--- src/rtl/fpi_pkg.sv ---
`timescale 1ns/1ps
package fpi_pkg;
  localparam int NUM_SRC   = 9;
  localparam int IDX_OTE   = 0;
  localparam int IDX_OTW   = 1;
  localparam int IDX_SHORT = 2;
  localparam int IDX_MCLK  = 3;
  localparam int IDX_SCLK  = 4;
  localparam int IDX_VMON  = 5;
  localparam int IDX_IMON  = 6;
  localparam int IDX_SMON  = 7;
  localparam int IDX_PDN   = 8;

  localparam logic [7:0] A_STS1 = 8'h10;
  localparam logic [7:0] A_STS2 = 8'h11;
  localparam logic [7:0] A_MSK1 = 8'h12;
  localparam logic [7:0] A_MSK2 = 8'h13;
  localparam logic [7:0] A_CTRL = 8'h14;

  typedef enum logic [1:0] {SEQ_IDLE, SEQ_SAW0, SEQ_SAW1} seq_t;
endpackage

--- src/rtl/fpi_sync_rise.sv ---
`timescale 1ns/1ps
module fpi_sync_rise #(
  parameter int W      = 9,
  parameter int STAGES = 2
) (
  input  logic         clk,
  input  logic         rst_n,
  input  logic [W-1:0] async_i,
  output logic [W-1:0] lvl_o,
  output logic [W-1:0] rise_o
);
  logic [W-1:0] chain [STAGES];
  logic [W-1:0] prev_q;

  always_ff @(posedge clk or negedge rst_n) begin
    if (!rst_n) begin
      for (int s = 0; s < STAGES; s++) chain[s] <= '0;
      prev_q <= '0;
    end else begin
      chain[0] <= async_i;
      for (int s = 1; s < STAGES; s++) chain[s] <= chain[s-1];
      prev_q <= chain[STAGES-1];
    end
  end

  assign lvl_o  = chain[STAGES-1];
  assign rise_o = chain[STAGES-1] & ~prev_q;
endmodule

--- src/rtl/fpi_release_seq.sv ---
`timescale 1ns/1ps
module fpi_release_seq
  import fpi_pkg::*;
(
  input  logic clk,
  input  logic rst_n,
  input  logic wr_stb,
  input  logic wbit,
  input  logic cond,
  output logic lock_o
);
  seq_t state_q, state_d;
  logic cancel_q, cancel_d;
  logic release_now;

  always_comb begin
    state_d  = state_q;
    cancel_d = (state_q != SEQ_IDLE) ? (cancel_q | cond) : 1'b0;
    if (wr_stb) begin
      if (!wbit) begin
        state_d  = SEQ_SAW0;
        cancel_d = cond;
      end else if (state_q != SEQ_IDLE) begin
        state_d = SEQ_SAW1;
      end
    end
  end

  assign release_now = wr_stb && !wbit && (state_q == SEQ_SAW1) && !cancel_q && !cond;

  always_ff @(posedge clk or negedge rst_n) begin
    if (!rst_n) begin
      state_q  <= SEQ_IDLE;
      cancel_q <= 1'b0;
      lock_o   <= 1'b0;
    end else begin
      state_q  <= state_d;
      cancel_q <= cancel_d;
      if (cond)             lock_o <= 1'b1;
      else if (release_now) lock_o <= 1'b0;
    end
  end
endmodule

--- src/rtl/fpi_ctrl.sv ---
`timescale 1ns/1ps
module fpi_ctrl
  import fpi_pkg::*;
#(
  parameter int SYNC_STAGES = 2,
  parameter int NUM_REL     = 2
) (
  input  logic       clk,
  input  logic       rst_n,
  input  logic       reg_wr,
  input  logic       reg_rd,
  input  logic [7:0] reg_addr,
  input  logic [7:0] reg_wdata,
  output logic [7:0] reg_rdata,
  input  logic       ot_err_i,
  input  logic       ot_warn_i,
  input  logic       amp_short_i,
  input  logic       mclk_err_i,
  input  logic       sclk_err_i,
  input  logic       vmon_ovf_i,
  input  logic       imon_ovf_i,
  input  logic       smon_ovf_i,
  input  logic       pdn_done_i,
  output logic       irq_n,
  output logic       safe_mode
);
  localparam logic [NUM_SRC-1:0] MSK_RST = '1;

  logic [NUM_SRC-1:0] raw, f_lvl, f_rise, sts_q, msk_q, clr;
  logic [NUM_REL-1:0] ctl_q, lock;

  assign raw = {pdn_done_i, smon_ovf_i, imon_ovf_i, vmon_ovf_i,
                sclk_err_i, mclk_err_i, amp_short_i, ot_warn_i, ot_err_i};

  fpi_sync_rise #(.W(NUM_SRC), .STAGES(SYNC_STAGES)) u_sync (
    .clk(clk), .rst_n(rst_n), .async_i(raw), .lvl_o(f_lvl), .rise_o(f_rise)
  );

  always_comb begin
    clr = '0;
    if (reg_rd && reg_addr == A_STS1) clr[IDX_SCLK:IDX_OTE] = '1;
    if (reg_rd && reg_addr == A_STS2) clr[IDX_PDN:IDX_VMON] = '1;
  end

  always_ff @(posedge clk or negedge rst_n) begin
    if (!rst_n) begin
      sts_q <= '0;
      msk_q <= MSK_RST;
      ctl_q <= '0;
    end else begin
      sts_q <= (sts_q & ~clr) | f_rise;
      if (reg_wr && reg_addr == A_MSK1) msk_q[IDX_SCLK:IDX_OTE] <= reg_wdata[4:0];
      if (reg_wr && reg_addr == A_MSK2) begin
        msk_q[IDX_VMON] <= reg_wdata[7];
        msk_q[IDX_IMON] <= reg_wdata[6];
        msk_q[IDX_SMON] <= reg_wdata[5];
        msk_q[IDX_PDN]  <= reg_wdata[0];
      end
      if (reg_wr && reg_addr == A_CTRL) ctl_q <= reg_wdata[NUM_REL-1:0];
    end
  end

  for (genvar g = 0; g < NUM_REL; g++) begin : g_rel
    localparam int CIDX = (g == 0) ? IDX_OTE : IDX_SHORT;
    fpi_release_seq u_seq (
      .clk(clk), .rst_n(rst_n),
      .wr_stb(reg_wr && reg_addr == A_CTRL),
      .wbit(reg_wdata[g]),
      .cond(f_lvl[CIDX]),
      .lock_o(lock[g])
    );
  end

  always_comb begin
    case (reg_addr)
      A_STS1:  reg_rdata = {3'b000, sts_q[IDX_SCLK:IDX_OTE]};
      A_STS2:  reg_rdata = {sts_q[IDX_VMON], sts_q[IDX_IMON], sts_q[IDX_SMON], 4'b0000, sts_q[IDX_PDN]};
      A_MSK1:  reg_rdata = {3'b000, msk_q[IDX_SCLK:IDX_OTE]};
      A_MSK2:  reg_rdata = {msk_q[IDX_VMON], msk_q[IDX_IMON], msk_q[IDX_SMON], 4'b0000, msk_q[IDX_PDN]};
      A_CTRL:  reg_rdata = {{(8-NUM_REL){1'b0}}, ctl_q};
      default: reg_rdata = 8'h00;
    endcase
  end

  assign irq_n     = ~|(sts_q & ~msk_q);
  assign safe_mode = |lock;
endmodule

--- config.mk ---
export PLATFORM = sky130hd
export DESIGN_NAME = fpi_ctrl
export DESIGN_NICKNAME = d
export VERILOG_FILES = /design/src/rtl/fpi_pkg.sv /design/src/rtl/fpi_sync_rise.sv /design/src/rtl/fpi_release_seq.sv /design/src/rtl/fpi_ctrl.sv
export SDC_FILE = /design/constraint.sdc
export NUM_CORES = 1
export LEC_CHECK = 0
export BUFFER_PORTS_ARGS = -buffer_cell sky130_fd_sc_hd__buf_2
export CORE_UTILIZATION = 23
export CTS_CLUSTER_SIZE = 14
export DETAILED_ROUTE_END_ITERATION = 8
export GPL_TIMING_DRIVEN = 0
export SKIP_CTS_REPAIR_TIMING = 1
export SYNTH_ARGS = -nofsm -noshare
export SYNTH_HDL_FRONTEND = slang
export SYNTH_SLANG_ARGS = --single-unit
--- constraint.sdc ---
create_clock -name clk -period 1.1 [get_ports clk]
set_clock_uncertainty 0.05 [all_clocks]
set_input_delay 0.165 -clock clk [delete_from_list [all_inputs] [get_ports clk]]
set_output_delay 0.165 -clock clk [all_outputs]
set_load 0.02 [all_outputs]
Yosys cells after proc, flatten, opt, wreduce, memory -nomap -nowiden
Cells that the tools add are included.

storage, ports and cells
  bits of input ports = 29
  register bits after elaboration = 55
  logic and storage cells = 76
  output and inout bits = 10

cells by class
  bitwise logic cells = 9
  mux-type cells = 17
  reduce and logical (&&, ||, !) cells = 28
  equal/unequal tests = 9

operators with widths
  cell                  number
  $eq A8 B5 Y1 const B  5
  $pmux W8 S5           1
  $and A9 B9 Y9         3
  $not A9 Y9            3
  $logic_and A1 B1 Y1   13
  $mux W1               10
  $or A9 B9 Y9          1
  $reduce_or A9 Y1      1
  $mux W2               4
  $reduce_bool A2 Y1    4
  $logic_not A1 Y1      7
  $mux W5               1
  $eq A2 B2 Y1 const B  2
  $mux W4               1
  $ne A2 B1 Y1 const B  2
  $reduce_and A2 Y1     2
  $or A1 B1 Y1          2
  $reduce_or A2 Y1      1

Depth between registers and ports, before layout
Gate-level depths: netlist of run 1.

  word-level depth = 8
  gate-level depth with buffers = 5
  mapped depth without buffers = 3

Modules after synthesis
Synthesis of run 1 repeated with hierarchy kept, for this count alone.

unflattened totals
  cell total of the unflattened synthesis = 167
  area total of the unflattened synthesis = 2,284.7 µm²

modules (own cells, without submodules)
  module           cells an instance  sequential area each (µm²)  times used  area each (µm²)
  fpi_ctrl         94                 511.7                       1           1,087.3
  fpi_sync_rise    45                 675.6                       1           867.1
  fpi_release_seq  14                 100.1                       2           165.2

Least setup slack after synthesis of run 1
Ideal clock, no wire load.

  kind = input-to-output
  from = in reg_addr[3]
  to = out reg_rdata[2]
  arrival = 1.496 ns
  buffers on the path = 1
  path slack = -0.611 ns
  data required time = 0.885 ns
  cell stages on the path = 4
  path through = nor3b_2 buf_4 nand2_1 nor4_1

between the ends
  word-level cells in the longest chain between the ends = 2
  elaborated cells on any way between the ends = 6
  those cells by class = eq/ne (5); mux (1)

ends and longest elaborated chain
  what                RTL line        RTL
  start: declaration  fpi_ctrl.sv:12  input logic [7:0] reg_addr,
  $eq A8 B5 Y1        fpi_ctrl.sv:75  case (reg_addr)
  $pmux W8 S5 (*)     fpi_ctrl.sv:75
  end: declaration    fpi_ctrl.sv:14  output logic [7:0] reg_rdata,

Mark *: on every way between the ends. The rest lies on a longest branch, timed or not.

Worst setup path after layout of run 1
  from = reg msk_q[5]
  to = out irq_n

between the ends
  word-level cells in the longest chain between the ends = 4

ends and longest elaborated chain
  what                              RTL line        RTL
  start: declaration                fpi_ctrl.sv:29  logic [NUM_SRC-1:0] raw, f_lvl, f_rise, sts_q, msk_q, clr;
  start signal: indexed assignment  fpi_ctrl.sv:52  if (reg_wr && reg_addr == A_MSK1) msk_q[IDX_SCLK:IDX_OTE] <= reg_wdata[4:0];
  start signal: indexed assignment  fpi_ctrl.sv:54  msk_q[IDX_VMON] <= reg_wdata[7];
  start signal: indexed assignment  fpi_ctrl.sv:55  msk_q[IDX_IMON] <= reg_wdata[6];
  $not A9 Y9                        fpi_ctrl.sv:85  assign irq_n = ~|(sts_q & ~msk_q);
  $and A9 B9 Y9                     fpi_ctrl.sv:85
  $reduce_or A9 Y1                  fpi_ctrl.sv:85
  $logic_not A1 Y1                  fpi_ctrl.sv:85
  end: declaration                  fpi_ctrl.sv:24  output logic irq_n,

Every way passes these cells.

==> results of run 1 <==
==> sequential cells by signal (all words and copies together), names as in the netlist <==
register / cells
u_sync.prev_q: 9
g_rel.u_seq.state_q: 4
msk_q: 9
g_rel.u_seq.cancel_q: 2
u_sync.lvl_o: 9
ctl_q: 2
u_sync.chain: 9
g_rel.u_seq.lock_o: 2
sts_q: 9
==> critical path, delay by kind of cell, from the launching register on <==
family,cells,cell delay [ns]
AOI/OAI and AO/OA,1,0.13
buffers and inverters,1,0.15
and+or+nand+nor,2,0.38
DFF,1,0.56
==> cells by family (layout without fill, tap and decap cells) <==
| logic type | Yosys count | count (layout) | synth area share |
|---|---|---|---|
| flops | 55 | 55 | 0.631 |
| buf+inv | 19 | 89 | 0.0432 |
| mux | 19 | 19 | 0.0984 |
| compound gates | 22 | 22 | 0.0853 |
| simple gates | 45 | 45 | 0.142 |
==> synth_stat cells (all sizes together) <==
| master | number | area [µm²] |
|---|---|---|
| dfrtp | 46 | 1150 |
| nor3b | 3 | 27.5 |
| nor4b | 3 | 41.3 |
| buf | 5 | 42.5 |
| or2 | 1 | 6.26 |
| mux2i | 7 | 70.1 |
| a41o | 2 | 20.0 |
| o2111ai | 1 | 8.76 |
| a21bo | 2 | 20.0 |
| a21o | 2 | 15.0 |
| a221oi | 2 | 17.5 |
| nand3 | 2 | 15.0 |
| dfstp | 9 | 236 |
| o221ai | 1 | 8.76 |
| nor2 | 9 | 33.8 |
| and4bb | 1 | 12.5 |
| a21oi | 1 | 5.00 |
| nor2b | 1 | 6.26 |
| nor4 | 4 | 31.3 |
| o22ai | 1 | 6.26 |
| and2 | 3 | 18.8 |
| a22o | 9 | 78.8 |
| nand4b | 3 | 26.3 |
| nand2 | 2 | 7.51 |
| o21a | 1 | 7.51 |
| inv | 14 | 52.6 |
| nand4 | 5 | 37.5 |
| mux2 | 11 | 124 |
| nand3b | 1 | 7.51 |
| nand2b | 5 | 31.3 |
| nor3 | 2 | 10.0 |
| mux4 | 1 | 22.5 |
==> power by group <==
group          internal (mW)  switching [mW]  total (mW)
Combinational          0.199           0.188       0.387
Sequential              2.11          0.0468        2.16
Clock                  0.509           0.621        1.13
Total                   2.82           0.856        3.68
==> cell usage in the layout (no fill, tap or decap), types with 2 or more instances in the layout <==
cell	synthesis	layout
mux2i_1	7	2
nor2_4	0	4
buf_4	2	16
nor2_1	9	5
buf_2	1	25
a22o_1	9	9
a221oi_2	0	2
mux2_2	11	9
mux2_4	0	2
nand2b_1	5	2
buf_6	2	14
a21bo_2	2	2
and2_1	3	3
nand2b_4	0	3
nand4b_1	3	3
dfrtp_1	46	46
buf_12	0	3
dfstp_2	9	9
nor4b_2	0	2
mux2i_2	0	4
dlygate4sd3_1	0	9
clkbuf_8	0	6
a41o_1	2	2
a21o_1	2	2
nand4_1	4	4
inv_1	14	14
nor4_4	0	4
nor3b_1	2	2
==> area by class of cell <==
| type | instances | area share |
|---|---|---|
| Buffer | 5 | 0.0210 |
| Clock buffer | 7 | 0.0268 |
| Sequential cell | 55 | 0.431 |
| Timing Repair Buffer | 62 | 0.151 |
| Multi-Input combinational cell | 86 | 0.302 |
| Clock inverter | 1 | 0.00156 |
| Inverter | 14 | 0.0163 |
| Tap cell | 129 | 0.0502 |
==> through the flow <==
| stage | setup TNS (ns) | cell area [µm²] |
|---|---|---|
| 2_1_floorplan | -3.80 | 2330 |
| 3_3_place_gp | -24.29 | 2680 |
| 3_5_place_dp | -24.44 | 2680 |
| 4_1_cts | -7.75 | 2770 |
| 5_1_grt | -5.62 | 3220 |
| 6_report | -4.32 | 3220 |
==> per-layer routing <==
layer | share of wire | vias up | global-route usage | wire length [µm]
li1 | - | 715 | - | -
met1 | 0.50 | 751 | 0.133 | 2390
met2 | 0.46 | 37 | 0.140 | 2190
met3 | 0.033 | 6 | 0.0195 | 160
met4 | 0.013 | 0 | 0.0498 | 63
met5 | 0 | - | 0 | 0
==> final timing paths <==
kind,to,slack [ns],cells past startpoint
hold / removal,u_sync.lvl_o[0]$_DFF_PN0_,-0.26,1
setup / recovery,irq_n,-0.64,4
hold reg to reg,u_sync.lvl_o[0]$_DFF_PN0_,0.29,0
setup reg to reg,g_rel[1].u_seq.lock_o$_DFFE_PN0P_,0,3
min in group clk,msk_q[4]$_DFFE_PN1P_,0.04,2
max in group asynchronous,msk_q[7]$_DFFE_PN1P_,0.64,2
==> flow_metrics.tcl, run 1 <==
set metrics [dict create \
    antenna_found_initial 0 \
    final_cells 359 \
    synth_warnings 0 \
    cp-start-kind "register" \
    seq_area_um2 1390 \
    insertion_delay_ns 0.30 \
    ctsRootBufferMaster "clkbuf_8" \
    track_usage 0.0955 \
    cts_tree "yes" \
    cts_made_buffers 5 \
    post-route-drc-count 0 \
    num_vias 1509 \
    hold_slack_ns -0.262 \
    crit_fanout 3 \
    antenna_left 0 \
    final_net_count 258 \
    crit_start "msk_q[5]$_DFFE_PN1P_" \
    dp_hpwl_um 3280 \
    slowest_delay_ns 0.56 \
    rsz0062_at_grt "true" \
    critical_path_class "reg2out" \
    fin_crit_sh 1.58 \
    start_util 0.238 \
    yosysUniqueCellTypes 39 \
    fin_util 0.348 \
    cts.sinks 55 \
    die_h_um 99.8 \
    grt_pass1_vias 1476 \
    place_inst 326 \
    tightest_slew_ns 0.452 \
    core_um2 9240 \
    area_delta_synth_final_pct 46.2 \
    path_clk_slew_ns 0.10 \
    drive_gt1_frac 0.526 \
    ys_seq_area_frac 0.631 \
    fillers 905 \
    r2r-start "g_rel[1].u_seq.cancel_q$_DFF_PN0_" \
    overflow 0 \
    drv_cap 0 \
    firstDrtPassIters 4 \
    die_width_um 99.8 \
    crit_chain "nand2b_4 > o2111ai_4 > nor3_4 > buf_6" \
    end_kind "primary output" \
    multi_input_area_um2 971 \
    drt-total-wl_um 4810 \
    grt_max_degree 56 \
    portBuffers 37 \
    violations "hold timing, setup timing" \
    wl_per_cell_um 13.4 \
    power_leakage_nw 1.44 \
    clock_path_buffers 2 \
    synth_seq_cells 55 \
    place.gp.congestion 0.712 \
    final.min_clock_period_ns 1.74 \
    syn_area_per_cell_um2 13.7 \
    setup_ws_ns -0.637 \
    setup_viol 18 \
    hold_path.class "in2async" \
    diodes 0 \
    ir_drop_mv 0.636 \
    dieArea_um2 9960 \
    preCtsSetupSlack_ns -0.573 \
    num_io_pins 39 \
    required_ns 0.88 \
    maxSlewHeadroom 0.699 \
    crit_slowest_cell "dfstp_2" \
    p_total_mw 3.68 \
    num_rows 35 \
    worstPathArrival_ns 1.52 \
    status "finished with violations" \
    h-tree-depth 2 \
    slew_viol_final 0 \
    grt_pass1_wl_um 7260 \
    drt_iter0_markers 100 \
    avgViaCountPerCell 4.20 \
    synth_fp_nets 189 \
    power_density_nw_per_um2 1140 \
    netlist_area_um2 2200 \
    syn_inst 160 \
    max_freq_ghz 0.576 \
    hold_violations 18 \
]
Note: power is estimated with default switching activity, not from simulation.
==> inputs of run 2 (changes only) <==
--- a/config.mk
+++ b/config.mk
@@ -5,10 +5,10 @@
 export SDC_FILE = /design/constraint.sdc
 export NUM_CORES = 1
 export LEC_CHECK = 0
-export BUFFER_PORTS_ARGS = -buffer_cell sky130_fd_sc_hd__buf_2
 export CORE_UTILIZATION = 23
 export CTS_CLUSTER_SIZE = 14
 export DETAILED_ROUTE_END_ITERATION = 8
+export DONT_BUFFER_PORTS = 1
 export GPL_TIMING_DRIVEN = 0
 export SKIP_CTS_REPAIR_TIMING = 1
 export SYNTH_ARGS = -nofsm -noshare
==> constraint.sdc (replaced) <==
create_clock -name clk -period 2.3 [get_ports clk]
set_clock_uncertainty 0.05 [all_clocks]
set_input_delay 0.345 -clock clk [delete_from_list [all_inputs] [get_ports clk]]
set_output_delay 0.345 -clock clk [all_outputs]
set_load 0.02 [all_outputs]
==> run 2 against run 1 <==
Compared with the run above: the flow finishes with violations (setup timing); hold slack gained 0.40 ns; global-route usage fell by 0.069 points; largest cell class unchanged; non-clock buffer count is 51 lower; count of clock-buffer cells in the layout shrank 1.
==> flow_metrics.tcl, run 2 (synthesis gave the netlist of run 1 again) <==
set metrics [dict create \
    status "finished with violations" \
    violations "setup timing" \
    crit_start "reg_addr[3]" \
    r2r_setup_slack_ns 1.01 \
    overflow 0 \
    fin_crit_sh 1.07 \
    required_ns 1.90 \
    portBuffers 0 \
    ir_drop_mv 0.321 \
    h-tree-depth 2 \
    drv_cap 0 \
    drt_iter0_markers 56 \
    dr_wl_met3_um 340 \
    r2r-end "g_rel[0].u_seq.lock_o$_DFFE_PN0P_" \
    tightest_slew_ns 1.05 \
    stdcell_area_um2 2610 \
    met1_length_um 1910 \
    num_io_pins 39 \
    hold_violations 0 \
    path_clk_slew_ns 0.10 \
    crit_path_end "reg_rdata[2]" \
    final_net_count 207 \
    min_delay_path_depth 1 \
    max_freq_ghz 0.408 \
    firstDrtPassIters 4 \
    setup_tns_ns -0.438 \
    setup_viol 3 \
    maxSlewHeadroom 0.291 \
    antenna_found_initial 0 \
    clock_path_buffers 2 \
    critical_path_class "in2out" \
    p_total_mw 1.78 \
    cts_tree "yes" \
    cts.sinks 55 \
    cp-start-kind "input pin" \
    power_density_nw_per_um2 683 \
    power_leakage_nw 1.17 \
    wl_per_cell_um 14.1 \
    avgViaCountPerCell 4.23 \
    track_usage 0.0948 \
    final.min_clock_period_ns 2.45 \
    grt_pass1_wl_um 7040 \
    diodes 0 \
    wl_met2_um 2030 \
    grt_max_degree 56 \
    grt_pass1_vias 1255 \
    end_kind "primary output" \
    place_area_um2 2360 \
    place.gp.congestion 0.722 \
    post-route-drc-count 0 \
    setup_ws_ns -0.153 \
    antenna_left 0 \
    reg2reg_depth 3 \
    fin_util 0.282 \
    dp_hpwl_um 3190 \
    preCtsSetupSlack_ns -0.240 \
    num_vias 1302 \
    insertion_delay_ns 0.30 \
    slew_viol_final 0 \
    top_layer "met4" \
    hold_path.class "in2reg" \
    layout_common_cells "46 x dfrtp_1, 14 x inv_1, 11 x mux2_2" \
    start_util 0.238 \
    die_width_um 99.8 \
    rsz0062_at_grt "true" \
    r2r-start "g_rel[0].u_seq.state_q[0]$_DFFE_PN0P_" \
    die_h_um 99.8 \
    drive_gt1_frac 0.246 \
    core_um2 9240 \
    area_delta_synth_final_pct 18.5 \
    num_rows 35 \
    dieArea_um2 9960 \
    fillers 954 \
    ctsRootBufferMaster "clkbuf_8" \
    worstPathArrival_ns 2.06 \
    cts_made_buffers 5 \
    crit_fanout 10 \
    layout_commonest_cell "dfrtp_1" \
    drt-total-wl_um 4350 \
]
-- run 2: cell types whose count changed in the layout (fill, tap and decap cells not counted), moves of 5 or more --
cell / delta
buf_2: -24
mux2i_1: +5
buf_4: -14
buf_6: -12
-- run 2: area by class of cell --
cell class	instances	area, µm²	area share
multi-input cells	86	717	0.275
clock inverters	2	35.0	0.0134
inverters	14	52.6	0.0202
repair buffers	11	128	0.0490
clock buffers	6	82.6	0.0317
flip-flops and latches	55	1390	0.532
well taps	129	161	0.0619
plain buffers	5	42.5	0.0163
-- run 2: worst max-delay path, cell delays in order --
cell and delay [ns]:
nor3b_2 0.42, buf_4 0.26, nand2_1 0.13, nor4_1 0.90
-- run 2: worst min path at each step --
stage                 start                                     to  slack [ns]
6_report       reg_wdata[0]                   msk_q[8]$_DFFE_PN1P_        0.14
3_5_place_dp          rst_n  g_rel[0].u_seq.state_q[0]$_DFFE_PN0P_       0.001
4_1_cts               rst_n              u_sync.lvl_o[7]$_DFF_PN0_       -0.34
2_1_floorplan         rst_n                   ctl_q[0]$_DFFE_PN0N_     -0.0006
3_3_place_gp          rst_n  g_rel[0].u_seq.state_q[0]$_DFFE_PN0P_       0.002
5_1_grt        reg_wdata[6]                   msk_q[6]$_DFFE_PN1P_        0.11
-- run 2: through the flow --
stage / hold slack [ns] / cells
after floorplan: -0.000591 / 160
after global placement: 0.00184 / 289
after detailed placement: 0.00147 / 289
after CTS: -0.342 / 297
after global routing: 0.114 / 308
final: 0.136 / 308
-- run 2: power by group --
part           switching, mW  internal [mW]
combinational         0.0509         0.0513
sequential            0.0193           1.01
clock                  0.297          0.353
-- run 2: layer usage --
metal  GRT usage  vias up
met5           0        -
met4      0.0407        0
met3      0.0369        4
met2       0.138       37
met1       0.125      652
li1            -      609
